--- config.mk ---
export PLATFORM = sky130hd
export DESIGN_NAME = busStrobeGen
export DESIGN_NICKNAME = d
export VERILOG_FILES = /design/src/rtl/busStrobePkg.sv /design/src/rtl/busStrobeCtrl.sv /design/src/rtl/busStrobeData.sv /design/src/rtl/busStrobeGen.sv
export SDC_FILE = /design/constraint.sdc
export NUM_CORES = 1
export LEC_CHECK = 0
export BUFFER_PORTS_ARGS = -buffer_cell sky130_fd_sc_hd__clkbuf_2
export CAP_MARGIN = 30
export CORE_MARGIN = 3
export CORE_UTILIZATION = 25
export CTS_CLUSTER_SIZE = 28
export DETAILED_ROUTE_END_ITERATION = 8
export GPL_TIMING_DRIVEN = 0
export PLACE_DENSITY = 0.52
export SYNTH_ARGS = -nofsm -noshare
export SYNTH_HDL_FRONTEND = slang
export SYNTH_SLANG_ARGS = --single-unit
--- constraint.sdc ---
create_clock -name clk -period 3.5 [get_ports clk]
set_clock_uncertainty 0.2 [all_clocks]
set_input_delay 0.175 -clock clk [delete_from_list [all_inputs] [get_ports clk]]
set_output_delay 0.175 -clock clk [all_outputs]
set_load 0.01 [all_outputs]
--- src/rtl/busStrobePkg.sv ---
package busStrobePkg;

  localparam int NUM_HALVES = 2;

  typedef struct packed {
    logic [NUM_HALVES-1:0] aleWin;
    logic [NUM_HALVES-1:0] rdWin;
    logic                  cycleEnd;
  } strobe_t;

  typedef struct packed {
    logic extCode;
    logic dataAcc;
    logic wideAddr;
    logic codeRead;
    logic aleOff;
  } cycFlags_t;

endpackage

--- src/rtl/busStrobeCtrl.sv ---
module busStrobeCtrl
  import busStrobePkg::*;
#(
  parameter int MC_LEN  = 12,
  parameter int ALE_OFS = 0,
  parameter int ALE_W   = 2,
  parameter int RD_OFS  = 3,
  parameter int RD_W    = 3
) (
  input  logic    clk,
  input  logic    rstN,
  output strobe_t strb
);
  localparam int HALF = MC_LEN / 2;
  localparam int PH_W = $clog2(MC_LEN);
  localparam logic [PH_W-1:0] LAST_PH = PH_W'(MC_LEN - 1);

  logic [PH_W-1:0]       phase;
  logic [PH_W:0]         phaseX;
  logic [NUM_HALVES-1:0] aleWinV;
  logic [NUM_HALVES-1:0] rdWinV;

  always_ff @(posedge clk or negedge rstN) begin
    if (!rstN)                phase <= '0;
    else if (phase == LAST_PH) phase <= '0;
    else                       phase <= phase + 1'b1;
  end

  assign phaseX = {1'b0, phase};

  // One latch window and one read window per half machine cycle
  generate
    for (genvar k = 0; k < NUM_HALVES; k++) begin : g_half
      localparam logic [PH_W:0] ALE_LO = (PH_W+1)'(k * HALF + ALE_OFS);
      localparam logic [PH_W:0] ALE_HI = (PH_W+1)'(k * HALF + ALE_OFS + ALE_W);
      localparam logic [PH_W:0] RD_LO  = (PH_W+1)'(k * HALF + RD_OFS);
      localparam logic [PH_W:0] RD_HI  = (PH_W+1)'(k * HALF + RD_OFS + RD_W);
      assign aleWinV[k] = (phaseX >= ALE_LO) && (phaseX < ALE_HI);
      assign rdWinV[k]  = (phaseX >= RD_LO)  && (phaseX < RD_HI);
    end
  endgenerate

  assign strb.aleWin   = aleWinV;
  assign strb.rdWin    = rdWinV;
  assign strb.cycleEnd = (phase == LAST_PH);

  // the cycle-end strobe is followed by phase zero
  a_r3_phase_wrap: assert property (@(posedge clk) disable iff (!rstN)
    strb.cycleEnd |=> (phase == '0));

  // latch and read windows never overlap
  a_r2_windows_disjoint: assert property (@(posedge clk) disable iff (!rstN)
    $onehot0({aleWinV, rdWinV}));

endmodule

--- src/rtl/busStrobeData.sv ---
module busStrobeData
  import busStrobePkg::*;
(
  input  logic      clk,
  input  logic      rstN,
  input  strobe_t   strb,
  input  cycFlags_t reqFlags,
  output logic      addrLatch,
  output logic      codeRdN,
  output logic      p2HiSel
);
  cycFlags_t cur;
  logic aleGate;
  logic aleNext;
  logic rdNext;
  logic hiNext;

  // Flags for a machine cycle are captured at the end of the previous cycle
  always_ff @(posedge clk or negedge rstN) begin
    if (!rstN)             cur <= '0;
    else if (strb.cycleEnd) cur <= reqFlags;
  end

  always_comb begin
    aleGate = cur.aleOff && !cur.extCode && !cur.dataAcc && !cur.codeRead;
    aleNext = !aleGate && (strb.aleWin[1] || (strb.aleWin[0] && !cur.dataAcc));
    rdNext  = cur.extCode && !cur.dataAcc && (|strb.rdWin);
    hiNext  = cur.dataAcc && cur.wideAddr;
  end

  always_ff @(posedge clk or negedge rstN) begin
    if (!rstN) begin
      addrLatch <= 1'b0;
      codeRdN   <= 1'b1;
      p2HiSel   <= 1'b0;
    end else begin
      addrLatch <= aleNext;
      codeRdN   <= !rdNext;
      p2HiSel   <= hiNext;
    end
  end

  // every latch pulse is exactly two clocks wide
  a_r1_ale_min_width: assert property (@(posedge clk) disable iff (!rstN)
    $rose(addrLatch) |=> addrLatch);
  a_r1_ale_max_width: assert property (@(posedge clk) disable iff (!rstN)
    (addrLatch && $past(addrLatch)) |=> !addrLatch);

  // read pulses last at least three clocks; none when running internally
  a_r2_rd_width: assert property (@(posedge clk) disable iff (!rstN)
    $fell(codeRdN) |=> !codeRdN ##1 !codeRdN);
  a_r2_internal_quiet: assert property (@(posedge clk) disable iff (!rstN)
    !$past(cur.extCode) |-> codeRdN);

  // no code read in a data-access cycle
  a_r5_data_no_read: assert property (@(posedge clk) disable iff (!rstN)
    $past(cur.dataAcc) |-> codeRdN);

  // suppressed latch stays low
  a_r6_latch_suppressed: assert property (@(posedge clk) disable iff (!rstN)
    $past(cur.aleOff && !cur.extCode && !cur.dataAcc && !cur.codeRead) |-> !addrLatch);

  // pointer high byte only for a wide data access
  a_r8_hisel_source: assert property (@(posedge clk) disable iff (!rstN)
    p2HiSel |-> $past(cur.dataAcc && cur.wideAddr));

endmodule

--- src/rtl/busStrobeGen.sv ---
module busStrobeGen
  import busStrobePkg::*;
#(
  parameter int MC_LEN  = 12,
  parameter int ALE_OFS = 0,
  parameter int ALE_W   = 2,
  parameter int RD_OFS  = 3,
  parameter int RD_W    = 3
) (
  input  logic clk,
  input  logic rstN,
  input  logic extCodeExec,
  input  logic dataAccCycle,
  input  logic dataAccWide,
  input  logic codeReadCycle,
  input  logic aleOffBit,
  output logic addrLatch,
  output logic codeRdN,
  output logic p2HiSel
);
  strobe_t   strb;
  cycFlags_t reqFlags;

  assign reqFlags = '{extCode:  extCodeExec,
                      dataAcc:  dataAccCycle,
                      wideAddr: dataAccWide,
                      codeRead: codeReadCycle,
                      aleOff:   aleOffBit};

  busStrobeCtrl #(
    .MC_LEN(MC_LEN), .ALE_OFS(ALE_OFS), .ALE_W(ALE_W),
    .RD_OFS(RD_OFS), .RD_W(RD_W)
  ) u_ctrl (
    .clk  (clk),
    .rstN (rstN),
    .strb (strb)
  );

  busStrobeData u_data (
    .clk       (clk),
    .rstN      (rstN),
    .strb      (strb),
    .reqFlags  (reqFlags),
    .addrLatch (addrLatch),
    .codeRdN   (codeRdN),
    .p2HiSel   (p2HiSel)
  );

endmodule

# ---- Yosys cells after proc, flatten, opt, wreduce, memory -nomap -nowiden
# Index checks and enable logic that the tools add are counted.
dict set report op_classes {
  n_addsub 1
  magnitude_cmp 8
  eq_ne 1
  muxes 1
  n_reduce_logical 19
}
# operator n
set ops {}
lappend ops {{1-bit logical AND} 12}
lappend ops {{4-bit < comparator, second input constant} 2}
lappend ops {{1-bit zero test} 5}
lappend ops {{4-bit by 1-bit adder with 4-bit output, second input constant} 1}
lappend ops {{4-bit == test, second input constant} 1}
lappend ops {{4-bit by 1-bit greater-or-equal comparator with 1-bit output, second input constant} 1}
lappend ops {{4-bit by 2-bit greater-or-equal comparator with 1-bit output, second input constant} 1}
lappend ops {{4-bit by 3-bit greater-or-equal comparator with 1-bit output, second input constant} 1}
lappend ops {{4-bit greater-or-equal comparator, second input constant} 1}
lappend ops {{4-bit by 2-bit < comparator with 1-bit output, second input constant} 1}
lappend ops {{4-bit by 3-bit < comparator with 1-bit output, second input constant} 1}
lappend ops {{4-bit two-way mux} 1}
lappend ops {{2-bit OR reduction} 1}
lappend ops {{1-bit logical OR} 1}
dict set report word_totals {
  ff_bits 12
  output_inout_bits 3
}

# ---- Logic depth before layout (Yosys ltp)
# Gate-level depths: netlist of run 1.
dict set report depth {
  depth_word 6
  mapped_depth 5
  depth_no_buf 5
}

# ---- Hierarchy
# A second synthesis of run 1 with hierarchy kept.
dict set report hier_totals {
  cells_unflattened 45
  hier_area_um2 553.0
}
# mod n_inst cells_per_inst area_per_inst_um2 seq_area_each_um2
set modules_own_cells {}
lappend modules_own_cells {busStrobeData 1 20 302.8 201.4}
lappend modules_own_cells {busStrobeCtrl 1 25 250.2 100.1}

# ---- Worst setup path before layout of run 1
# OpenSTA, ideal clock, no wires.
dict set report synth_path {
  path_kind {reg2reg}
  start {reg u_ctrl.phase[1]}
  end {reg u_data.cur[0] (netlist name)}
  setup_time_ns 0.125
  arrival_time_ns 1.109
  setup_slack_ns 2.066
  stages_incl_launch_ff 4
  path_buffers 0
  period_less_slack_ns 1.434
  path_cell_list {dfrtp_1 > ha_1 > nand3b_4 > mux2_2}
}
dict set report synth_between {
  elab_chain_cells 1
}
# item line
set synth_rtl {}
lappend synth_rtl {{from (decl)} busStrobeCtrl.sv:18} ;# logic [PH_W-1:0] phase;
lappend synth_rtl {{from (signal assigned)} busStrobeCtrl.sv:26} ;# else phase <= phase + 1'b1;
lappend synth_rtl {{4-bit == test} busStrobeCtrl.sv:45} ;# assign strb.cycleEnd = (phase == LAST_PH);
lappend synth_rtl {{to (signal assigned)} busStrobeData.sv:21} ;# else if (strb.cycleEnd) cur <= reqFlags;
lappend synth_rtl {{to (decl)} busStrobeData.sv:12} ;# cycFlags_t cur;
# No other way between the ends.
# A chain may end at the register's enable or synchronous reset.

# ---- Worst setup path after layout of run 1
dict set report layout_path {
  start {reg u_ctrl.phase[1]}
  end {reg u_data.cur[3] (netlist name)}
}
# Same word-level chain as after synthesis.

==> impl_metrics.tcl, run 1 <==
set metrics [dict create \
    synth.top_cells.by_area "dfrtp_1, mux2_2, ha_1, dfstp_2, nand3b_4" \
    critPathMaxFanout 6 \
    max_cap_violations 0 \
    postSynthAreaPerCell_sq_um 13.1 \
    cts.htree.levels 1 \
    rr_endpoint "u_data.cur[3]$_DFFE_PN0N_" \
    critical_path_arrival_ns 1.48 \
    rrSetupSlack_ns 1.98 \
    maxUsedRoutingLayer "met3" \
    clk_path_buf_depth 2 \
    layout_setup_ws_ns 1.98 \
    r2r.worst_path.cells 3 \
    number_of_rows_in_the_core_area 16 \
    route.met2.wl_microns 414 \
    crit_slowest_cell "dfrtp_1" \
    antennaDiodeCount 0 \
    cts_root_buffer "clkbuf_4" \
    outcome "finished clean" \
    netlist_area_sq_um 562 \
    cts.repair.resized 0 \
    finalSetupViolations 0 \
    routed_wl_microns 862 \
    mappedNetlistNets 53 \
    initial_utilization 0.275 \
    met3WireLength_microns 43 \
    critPathCaptureType "register" \
    timing_max_transition_violations_final 0 \
    route.detailed.vias_per_inst 4.10 \
    synth_cells 43 \
    power.ir.vdd_worst_uv 157 \
    initialDrtViolationCount 4 \
    final_net_count 73 \
    setup.worst_path.start_class "register" \
    core_area_sq_mm 0.00204 \
    area_growth_pct 31.2 \
    post-route-util 0.361 \
    num_io_pins 10 \
    drcViolationCount 0 \
    placedCellCount 79 \
    die_span_in_x_microns 53.4 \
    first_pass_grt_wire_length_microns 1480 \
    die-area_sq_mm 0.00285 \
    ys_types 20 \
    synth_top_cell_by_area "dfrtp_1" \
    synth_top_area_share 0.490 \
    synthFlopType "dfrtp_1" \
    clock_sink_count 12 \
    achievable-frequency_mhz 656 \
    detail_route.wl_per_cell_microns 9.69 \
    drive_gt1_frac 0.387 \
    synth_top_cells_by_count "dfrtp_1, mux2_2, ha_1, inv_1" \
    clk_latency_ns 0.26 \
    hold_viol_final 0 \
    worst_hold_path_type "in2async" \
    ys_warn_count 0 \
    maximum_number_of_pins_on_one_net_before_global_route_repair 13 \
    grt_setup_unrepaired "false" \
    synth.yosys.seq_area_share 0.537 \
    power_density_mw_per_mm2 365 \
    antenna_found_initial 0 \
    synth.ff_latch_count 12 \
    timing.final.crit_share 0.436 \
    timing.setup.tns_ns 0 \
    io_buffers 9 \
    via_count_of_the_first_global_routing_pass 336 \
    track_usage 0.0768 \
    timing.critical_path.required_ns 3.45 \
    drt_pre_antenna_iters 2 \
    async_flop_share 1.00 \
    holdWs_ns 0.118 \
    m1WireLength_microns 404 \
    slowest_delay_ns 0.45 \
    dpl_worst_slack_ns 1.97 \
    cts_inserted_buffers 3 \
    vias 365 \
    cts_tree "built" \
    stdcell_count 89 \
    synth_edf_count 0 \
    worstPathCellList "ha_1 > nand3b_4 > mux2_2" \
    count_of_antenna_violating_nets_left_after_detailed_routing 0 \
    critical_path_class "reg2reg" \
    final_period_minus_worst_setup_slack_ns 1.52 \
    dieHeight_microns 53.4 \
    cellLeakagePower_uw 0.000387 \
    yosys.cell_count.top_type "dfrtp_1" \
    max_slew.worst_pin.slew_ns 0.356 \
    clock_transition_at_the_registers_of_the_reported_paths_ns 0.07 \
    r2r_start "u_ctrl.phase[1]$_DFF_PN0_" \
    routabilityCongestion 0.698 \
    filler_cell_count 220 \
    slew_headroom 0.762 \
    overflow_after_grt 0 \
]
worst max-delay path, delay by kind of cell, from the launching register on:
kind | cells | cell delay, ns
flops | 1 | 0.45
simple gates | 1 | 0.14
fa+ha+maj | 1 | 0.28
mux | 1 | 0.34
sequential cells by signal (all words and copies together) (netlist names):
register	flops
u_data.codeRdN	1
u_data.addrLatch	1
u_data.cur	5
u_ctrl.phase	4
u_data.p2HiSel	1
through the flow:
stage          cell area, sq um  total power (uW)
2_1_floorplan               562               152
3_5_place_dp                641               160
4_1_cts                     737               274
3_3_place_gp                641               160
5_1_grt                     737               289
6_report                    737               269
metal layers:
metal / global-route usage / vias to the layer above
met5: 0 / -
met4: 0.0638 / 0
met3: 0.0338 / 0
met2: 0.100 / 9
met1: 0.0942 / 170
li1: - / 186
placed cells by master (no fill, tap or decap):
cell type,n
dfrtp_1,11
clkbuf_2,9
mux2_2,6
dlygate4sd3_1,6
inv_1,3
ha_1,3
clkbuf_4,3
nor2_1,2
and2_1,2
nand2_1,2
nor3b_1,2
buf_6,1
buf_2,1
nand3b_4,1
xnor2_1,1
a21o_2,1
xor2_1,1
nor4b_1,1
a2111oi_1,1
a311oi_1,1
nor2b_1,1
o21ai_0,1
clkbuf_8,1
dfstp_2,1
final cells by class:
class | instances | area (sq um) | share of cell area
Sequential cell | 12 | 302 | 0.409
Tap cell | 27 | 33.8 | 0.0458
Clock buffer | 4 | 36.3 | 0.0492
Timing Repair Buffer | 15 | 105 | 0.143
Inverter | 3 | 11.3 | 0.0153
Multi-Input combinational cell | 26 | 233 | 0.316
Buffer | 2 | 16.3 | 0.0221
cell families after synthesis:
kind of cell,count (synthesis),synth area share
DFF,12,0.537
and+or+nand+nor,11,0.138
muxes,6,0.120
buffers and inverters,5,0.0490
AOI/OAI and AO/OA,4,0.0579
adders and majority gates,3,0.0668
xor gates and xnor gates,2,0.0312
worst max path at each step:
| stage | cells past startpoint | to | start |
|---|---|---|---|
| 6_report | 3 | u_data.cur[3]$_DFFE_PN0N_ | u_ctrl.phase[1]$_DFF_PN0_ |
| 5_1_grt | 3 | u_data.cur[1]$_DFFE_PN0N_ | u_ctrl.phase[1]$_DFF_PN0_ |
| 4_1_cts | 3 | u_data.cur[3]$_DFFE_PN0N_ | u_ctrl.phase[1]$_DFF_PN0_ |
| 3_5_place_dp | 3 | u_data.cur[3]$_DFFE_PN0N_ | u_ctrl.phase[1]$_DFF_PN0_ |
| 3_3_place_gp | 3 | u_data.cur[2]$_DFFE_PN0N_ | u_ctrl.phase[1]$_DFF_PN0_ |
| 2_1_floorplan | 3 | u_data.cur[0]$_DFFE_PN0N_ | u_ctrl.phase[1]$_DFF_PN0_ |
power by group:
| group | leakage, uW | total, uW | switching [uW] | internal [uW] |
|---|---|---|---|---|
| registers | 0.000145 | 145 | 2.13 | 143 |
| logic | 0.000221 | 17.1 | 6.31 | 10.8 |
| clock network | 0.0000210 | 107 | 43.6 | 63.1 |
| total | 0.000387 | 269 | 52.0 | 217 |
timing repair:
action	CTS	global route
buffers inserted	0	0
hold buffers	6	0
endpoints found under the hold margin	17	0
Note: power is estimated with default switching activity, not from simulation.
==> run 2: changes to the inputs <==
--- a/config.mk
+++ b/config.mk
@@ -5,6 +5,7 @@
 export SDC_FILE = /design/constraint.sdc
 export NUM_CORES = 1
 export LEC_CHECK = 0
+export ABC_AREA = 1
 export BUFFER_PORTS_ARGS = -buffer_cell sky130_fd_sc_hd__clkbuf_2
 export CAP_MARGIN = 30
 export CORE_MARGIN = 3
==> constraint.sdc (replaced) <==
create_clock -name clk -period 1.6 [get_ports clk]
set_clock_uncertainty 0.2 [all_clocks]
set_input_delay 0.08 -clock clk [delete_from_list [all_inputs] [get_ports clk]]
set_output_delay 0.08 -clock clk [all_outputs]
set_load 0.01 [all_outputs]
==> run 2 against run 1 <==
Effect of this change:
- synthesized cell count rose by 60%
- setup slack got worse by 1.7 ns
- wire length is 13% higher
- area after synthesis is 0.67% higher
- hold slack got worse by 0.098 ns
- register-to-register slack got worse by 1.7 ns
- clock power increased by 82%
- cell area shrank 0.85%
- non-clock buffer count is 2 lower
- utilization shrank 0.31 points
- power is 110% higher
- critical path depth is 3 higher
==> impl_metrics.tcl, run 2 <==
set metrics [dict create \
    area_growth_pct 29.2 \
    cts_root_buffer "clkbuf_4" \
    commonest_non_fill_non_tap_cell_in_the_layout "nand2_1" \
    worst_hold_path_type "in2async" \
    achievable-frequency_mhz 760 \
    cts_inserted_buffers 3 \
    cts.repair.resized 0 \
    track_usage 0.0886 \
    ys_warn_count 0 \
    largest-register "u_data.cur" \
    synth_top_cells_by_count "nand2_1, dfrtp_1, inv_1" \
    number_of_rows_in_the_core_area 16 \
    layout_top_registers "u_data.cur (5), u_ctrl.phase (4)" \
    stdcell_area_sq_um 731 \
    postSynthAreaPerCell_sq_um 8.20 \
    critical_path_class "reg2reg" \
    die_span_in_x_microns 53.6 \
    drive_gt1_frac 0.205 \
    r2r.worst_path.cells 6 \
    antennaDiodeCount 0 \
    dp_hpwl_microns 703 \
    overflow_after_grt 0 \
    timing.final.crit_share 0.823 \
    worstPathCellList "ha_1 > inv_1 > nand2_1 > nand3_1 > nand2_1 > nand2_1" \
    synthFlopType "dfrtp_1" \
    cellLeakagePower_uw 0.000396 \
    filler_cell_count 237 \
    critical_path.n_buffers_inverters 1 \
    slew_headroom 0.799 \
    outcome "finished clean" \
    via_count_of_the_first_global_routing_pass 407 \
    count_of_antenna_violating_nets_left_after_detailed_routing 0 \
    final_period_minus_worst_setup_slack_ns 1.32 \
    critPathCaptureType "register" \
    grt_setup_unrepaired "false" \
    netlist_area_sq_um 566 \
    timing_max_transition_violations_final 0 \
    path_depth 6 \
    rr_endpoint "u_data.codeRdN$_DFF_PN1_" \
    synth_top_area_share 0.487 \
    clk_latency_ns 0.27 \
    cts_tree "built" \
    route.detailed.vias_per_inst 3.83 \
    vias 441 \
    cts_setup_buffers 0 \
    holdWs_ns 0.0197 \
    maximum_number_of_pins_on_one_net_before_global_route_repair 13 \
    synth_edf_count 0 \
    crit_slowest_cell "dfrtp_1" \
    max_cap_violations 0 \
    mappedNetlistNets 79 \
    hold_viol_final 0 \
    core_area_sq_mm 0.00204 \
    crit_family "flip-flops" \
    yosys.cell_count.top_type "nand2_1" \
    antenna_found_initial 0 \
    clk_path_buf_depth 2 \
    timing.critical_path.required_ns 1.61 \
    clock_sink_count 12 \
    num_io_pins 10 \
    synth.ff_latch_count 12 \
    critical-path-top-cell-by-count "nand2_1" \
    most-common-layout-cells "nand2_1, dfrtp_1, inv_1" \
    dpl_cell_area_sq_um 644 \
    max_slew.worst_pin.slew_ns 0.302 \
    ys_types 13 \
    finalSetupViolations 0 \
    placedCellCount 105 \
    die-area_sq_mm 0.00287 \
    cts.htree.levels 1 \
    drcViolationCount 0 \
    routed_wl_microns 972 \
    largest_register_ff_count 5 \
    async_flop_share 1.00 \
    final_net_count 99 \
    io_buffers 9 \
    initial_utilization 0.277 \
    synth_top_cell_by_area "dfrtp_1" \
    synth.yosys.seq_area_share 0.533 \
    slowest_delay_ns 0.44 \
    synth_cells 69 \
    rrSetupSlack_ns 0.28 \
    stdcell_count 115 \
    routabilityCongestion 0.723 \
    power_density_mw_per_mm2 755 \
    dieHeight_microns 53.6 \
    initialDrtViolationCount 3 \
    post_cts_hold_buffer_count 6 \
    power.ir.vdd_worst_uv 476 \
    setup.worst_path.start_class "register" \
    r2r_start "u_ctrl.phase[1]$_DFF_PN0_" \
    synth.top_cells.by_area "dfrtp_1, nand2_1, ha_1, inv_1, dfstp_2" \
    clock_transition_at_the_registers_of_the_reported_paths_ns 0.07 \
    timing.setup.tns_ns 0 \
    drt_pre_antenna_iters 4 \
    detail_route.wl_per_cell_microns 8.45 \
    first_pass_grt_wire_length_microns 1720 \
    critical_path_arrival_ns 1.33 \
    critPathMaxFanout 6 \
]
## run 2: changes by cell type after synthesis, moves of 3 or more
cell and delta:
mux2_2 -6, nand2_1 +27, nor2_1 +3, nand3_1 +3, inv_1 +7
## run 2: stage by stage
| stage | total power [uW] | utilization | worst slack (ns) |
|---|---|---|---|
| 2_1_floorplan | 335 | - | 0.383 |
| 3_3_place_gp | 352 | 0.316 | 0.301 |
| 3_5_place_dp | 353 | 0.316 | 0.301 |
| 4_1_cts | 562 | 0.358 | 0.272 |
| 5_1_grt | 589 | 0.358 | 0.129 |
| 6_report | 552 | 0.358 | 0.284 |
## run 2: layout make-up
type	count	area, sq um	area share
clock buffer	4	26.3	0.0360
inverter	11	41.3	0.0565
multi-input combinational	46	223	0.305
sequential	12	302	0.413
tap	27	33.8	0.0462
timing repair buffer	15	105	0.144
## run 2: power breakdown
part	internal [uW]	leakage [uW]	switching, uW	total (uW)
combinational	22.0	0.000235	18.1	40.1
clock	96.7	0.0000150	97.9	195
sequential	312	0.000145	4.66	317
total	431	0.000396	121	552
## run 2: routing by layer
metal | GRT usage | part of all wire | vias to the layer above
met2 | 0.124 | 0.45 | 11
met5 | 0 | 0 | -
met4 | 0.0383 | 0.010 | 0
li1 | - | - | 241
met1 | 0.105 | 0.47 | 187
met3 | 0.0582 | 0.071 | 2
## run 2: cell families after synthesis
group | count (synthesis) | synth area share
AO/OA/AOI/OAI | 2 | 0.0221
adder cells (fa/ha/maj) | 3 | 0.0664
buffers and inverters | 11 | 0.0730
flip-flops | 12 | 0.533
AND/OR/NAND/NOR | 41 | 0.305
## run 2: worst max-delay path by stage
stage	startpoint	slack [ns]	end
2_1_floorplan	u_ctrl.phase[1]$_DFF_PN0_	0.38	u_ctrl.phase[2]$_DFF_PN0_
3_3_place_gp	u_ctrl.phase[1]$_DFF_PN0_	0.30	u_data.codeRdN$_DFF_PN1_
3_5_place_dp	u_ctrl.phase[1]$_DFF_PN0_	0.30	u_data.codeRdN$_DFF_PN1_
4_1_cts	u_ctrl.phase[1]$_DFF_PN0_	0.27	u_data.codeRdN$_DFF_PN1_
5_1_grt	u_ctrl.phase[1]$_DFF_PN0_	0.13	u_data.cur[3]$_DFFE_PN0N_
6_report	u_ctrl.phase[1]$_DFF_PN0_	0.28	u_data.codeRdN$_DFF_PN1_
==> run 3: changes to the inputs <==
--- a/config.mk
+++ b/config.mk
@@ -5,7 +5,7 @@
 export SDC_FILE = /design/constraint.sdc
 export NUM_CORES = 1
 export LEC_CHECK = 0
-export ABC_AREA = 1
+export ABC_AREA = 0
 export BUFFER_PORTS_ARGS = -buffer_cell sky130_fd_sc_hd__clkbuf_2
 export CAP_MARGIN = 30
 export CORE_MARGIN = 3
==> constraint.sdc (replaced) <==
create_clock -name clk -period 1.27 [get_ports clk]
set_clock_uncertainty 0.2 [all_clocks]
set_input_delay 0.0635 -clock clk [delete_from_list [all_inputs] [get_ports clk]]
set_output_delay 0.0635 -clock clk [all_outputs]
set_load 0.01 [all_outputs]
==> run 3 against run 2 <==
Effect of this change:
- the run now ends with negative setup slack left
- global-route usage down 1.1 points
- power up 37%
- highest routed layer is now met3
- non-clock buffer count grew 4
- cell area grew 8.2%
==> impl_metrics.tcl, run 3 (synthesis gave the netlist of run 1 again) <==
set metrics [dict create \
    area_growth_pct 40.8 \
    die_span_in_x_microns 53.4 \
    setup.worst_path.start_class "register" \
    timing_max_transition_violations_final 0 \
    max_slew.worst_pin.slew_ns 0.387 \
    achievable-frequency_mhz 706 \
    first_pass_grt_wire_length_microns 1550 \
    critical_path_class "reg2reg" \
    crit_slowest_cell "dfrtp_2" \
    stdcell_area_sq_um 791 \
    layout_setup_ws_ns -0.147 \
    track_usage 0.0773 \
    detail_route.wl_per_cell_microns 10.4 \
    maximum_number_of_pins_on_one_net_before_global_route_repair 13 \
    power.ir.vdd_worst_uv 360 \
    cts_tree "built" \
    drcViolationCount 0 \
    layout_top_registers "u_data.cur (5), u_ctrl.phase (4)" \
    stdcell_count 91 \
    routed_wl_microns 950 \
    design_power_total_uw 754 \
    initial_utilization 0.275 \
    finalSetupViolations 9 \
    cellLeakagePower_uw 0.000424 \
    filler_cell_count 220 \
    holdWs_ns 0.00175 \
    clk_latency_ns 0.27 \
    critical_path.n_buffers_inverters 0 \
    routabilityCongestion 0.697 \
    io_buffers 9 \
    vias 362 \
    count_of_antenna_violating_nets_left_after_detailed_routing 0 \
    slew_headroom 0.739 \
    outcome "complete, but fails checks" \
    clock_sink_count 12 \
    critical_path_arrival_ns 1.37 \
    worstPathCellList "ha_4 > nand3b_4 > mux2_4" \
    via_count_of_the_first_global_routing_pass 342 \
    largest_register_ff_count 5 \
    critPathMaxFanout 6 \
    timing.final.crit_share 1.12 \
    final_net_count 75 \
    placedCellCount 79 \
    clock_transition_at_the_registers_of_the_reported_paths_ns 0.08 \
    cts_root_buffer "clkbuf_4" \
    cts.htree.levels 1 \
    timing.critical_path.required_ns 1.22 \
    slowest_delay_ns 0.46 \
    max_cap_violations 0 \
    hold_viol_final 0 \
    die-area_sq_mm 0.00285 \
    dp_hpwl_microns 634 \
    drive_gt1_frac 0.469 \
    number_of_rows_in_the_core_area 16 \
    antenna_found_initial 0 \
    drt_pre_antenna_iters 4 \
    crit_family "flip-flops" \
    initialDrtViolationCount 5 \
    critPathCaptureType "register" \
    final_period_minus_worst_setup_slack_ns 1.42 \
    largest-register "u_data.cur" \
    num_io_pins 10 \
    clk_path_buf_depth 2 \
    dieHeight_microns 53.4 \
    worst_hold_path_type "in2async" \
    antennaDiodeCount 0 \
    violated_checks "negative setup slack" \
    most-common-layout-cells "clkbuf_2, dfrtp_1, dlygate4sd3_1" \
    dpl_cell_area_sq_um 673 \
    core_area_sq_mm 0.00204 \
    cts_inserted_buffers 3 \
    route.detailed.vias_per_inst 3.98 \
    overflow_after_grt 0 \
    power_density_mw_per_mm2 954 \
    grt_setup_unrepaired "true" \
]
-- run 3: power by group --
group	total (uW)	switching, uW	internal [uW]
registers	401	7.28	393
clock network	301	127	174
logic	52.9	17.5	35.4
total	754	151	603
-- run 3: final timing paths --
kind                       depth (start not counted)  slack [ns]                   endpoint                       from
hold reg to reg                                    1        0.30   u_data.p2HiSel$_DFF_PN0_  u_data.cur[2]$_DFFE_PN0N_
max in group asynchronous                          2        0.58   u_data.codeRdN$_DFF_PN1_                       rstN
min in group clk                                   1        0.30   u_data.p2HiSel$_DFF_PN0_  u_data.cur[2]$_DFFE_PN0N_
hold / removal                                     2       0.002  u_ctrl.phase[2]$_DFF_PN0_                       rstN
setup reg to reg                                   3       -0.15  u_data.cur[2]$_DFFE_PN0N_  u_ctrl.phase[1]$_DFF_PN0_
setup / recovery                                   3       -0.15  u_data.cur[2]$_DFFE_PN0N_  u_ctrl.phase[1]$_DFF_PN0_
-- run 3: layout make-up --
cell class | instances | area, sq um | share of cell area
sequential | 12 | 304 | 0.384
multi-input combinational | 26 | 269 | 0.340
timing repair buffer | 17 | 120 | 0.152
clock buffer | 4 | 36.3 | 0.0459
tap | 27 | 33.8 | 0.0427
buffer | 2 | 16.3 | 0.0206
inverter | 3 | 11.3 | 0.0142
-- run 3: metal layers --
layer  track usage  vias to the layer above  wire length [microns]
met5             0                        -                      0
met2         0.112                        8                    463
met1         0.101                      166                    453
met3        0.0169                        0                     34
met4        0.0511                        0                      0
li1              -                      188                      -
-- run 3: through the flow --
step / util / setup TNS (ns) / setup slack, ns
4_1_cts: 0.384 / -1.25 / -0.156
5_1_grt: 0.387 / -1.49 / -0.187
3_5_place_dp: 0.330 / -0.937 / -0.148
6_report: 0.387 / -1.09 / -0.147
2_1_floorplan: - / -0.437 / -0.0865
3_3_place_gp: 0.330 / -0.904 / -0.138
-- run 3: what timing repair did --
item / 4_1_cts / 5_1_grt
endpoints found under the hold margin: 17 / 0
pin swaps: 1 / 0
buffers inserted: 2 / 0
endpoints found under the setup margin: 9 / 10
gates cloned: 0 / 0
hold buffers: 6 / 0
gates resized for setup: 0 / 2
-- run 3: worst register-to-register path: cells and delay by family (launching register included) --
family / cells / cell delay [ns]
adder cells (fa/ha/maj): 1 / 0.20
flip-flops: 1 / 0.46
AND/OR/NAND/NOR: 1 / 0.13
multiplexers: 1 / 0.31
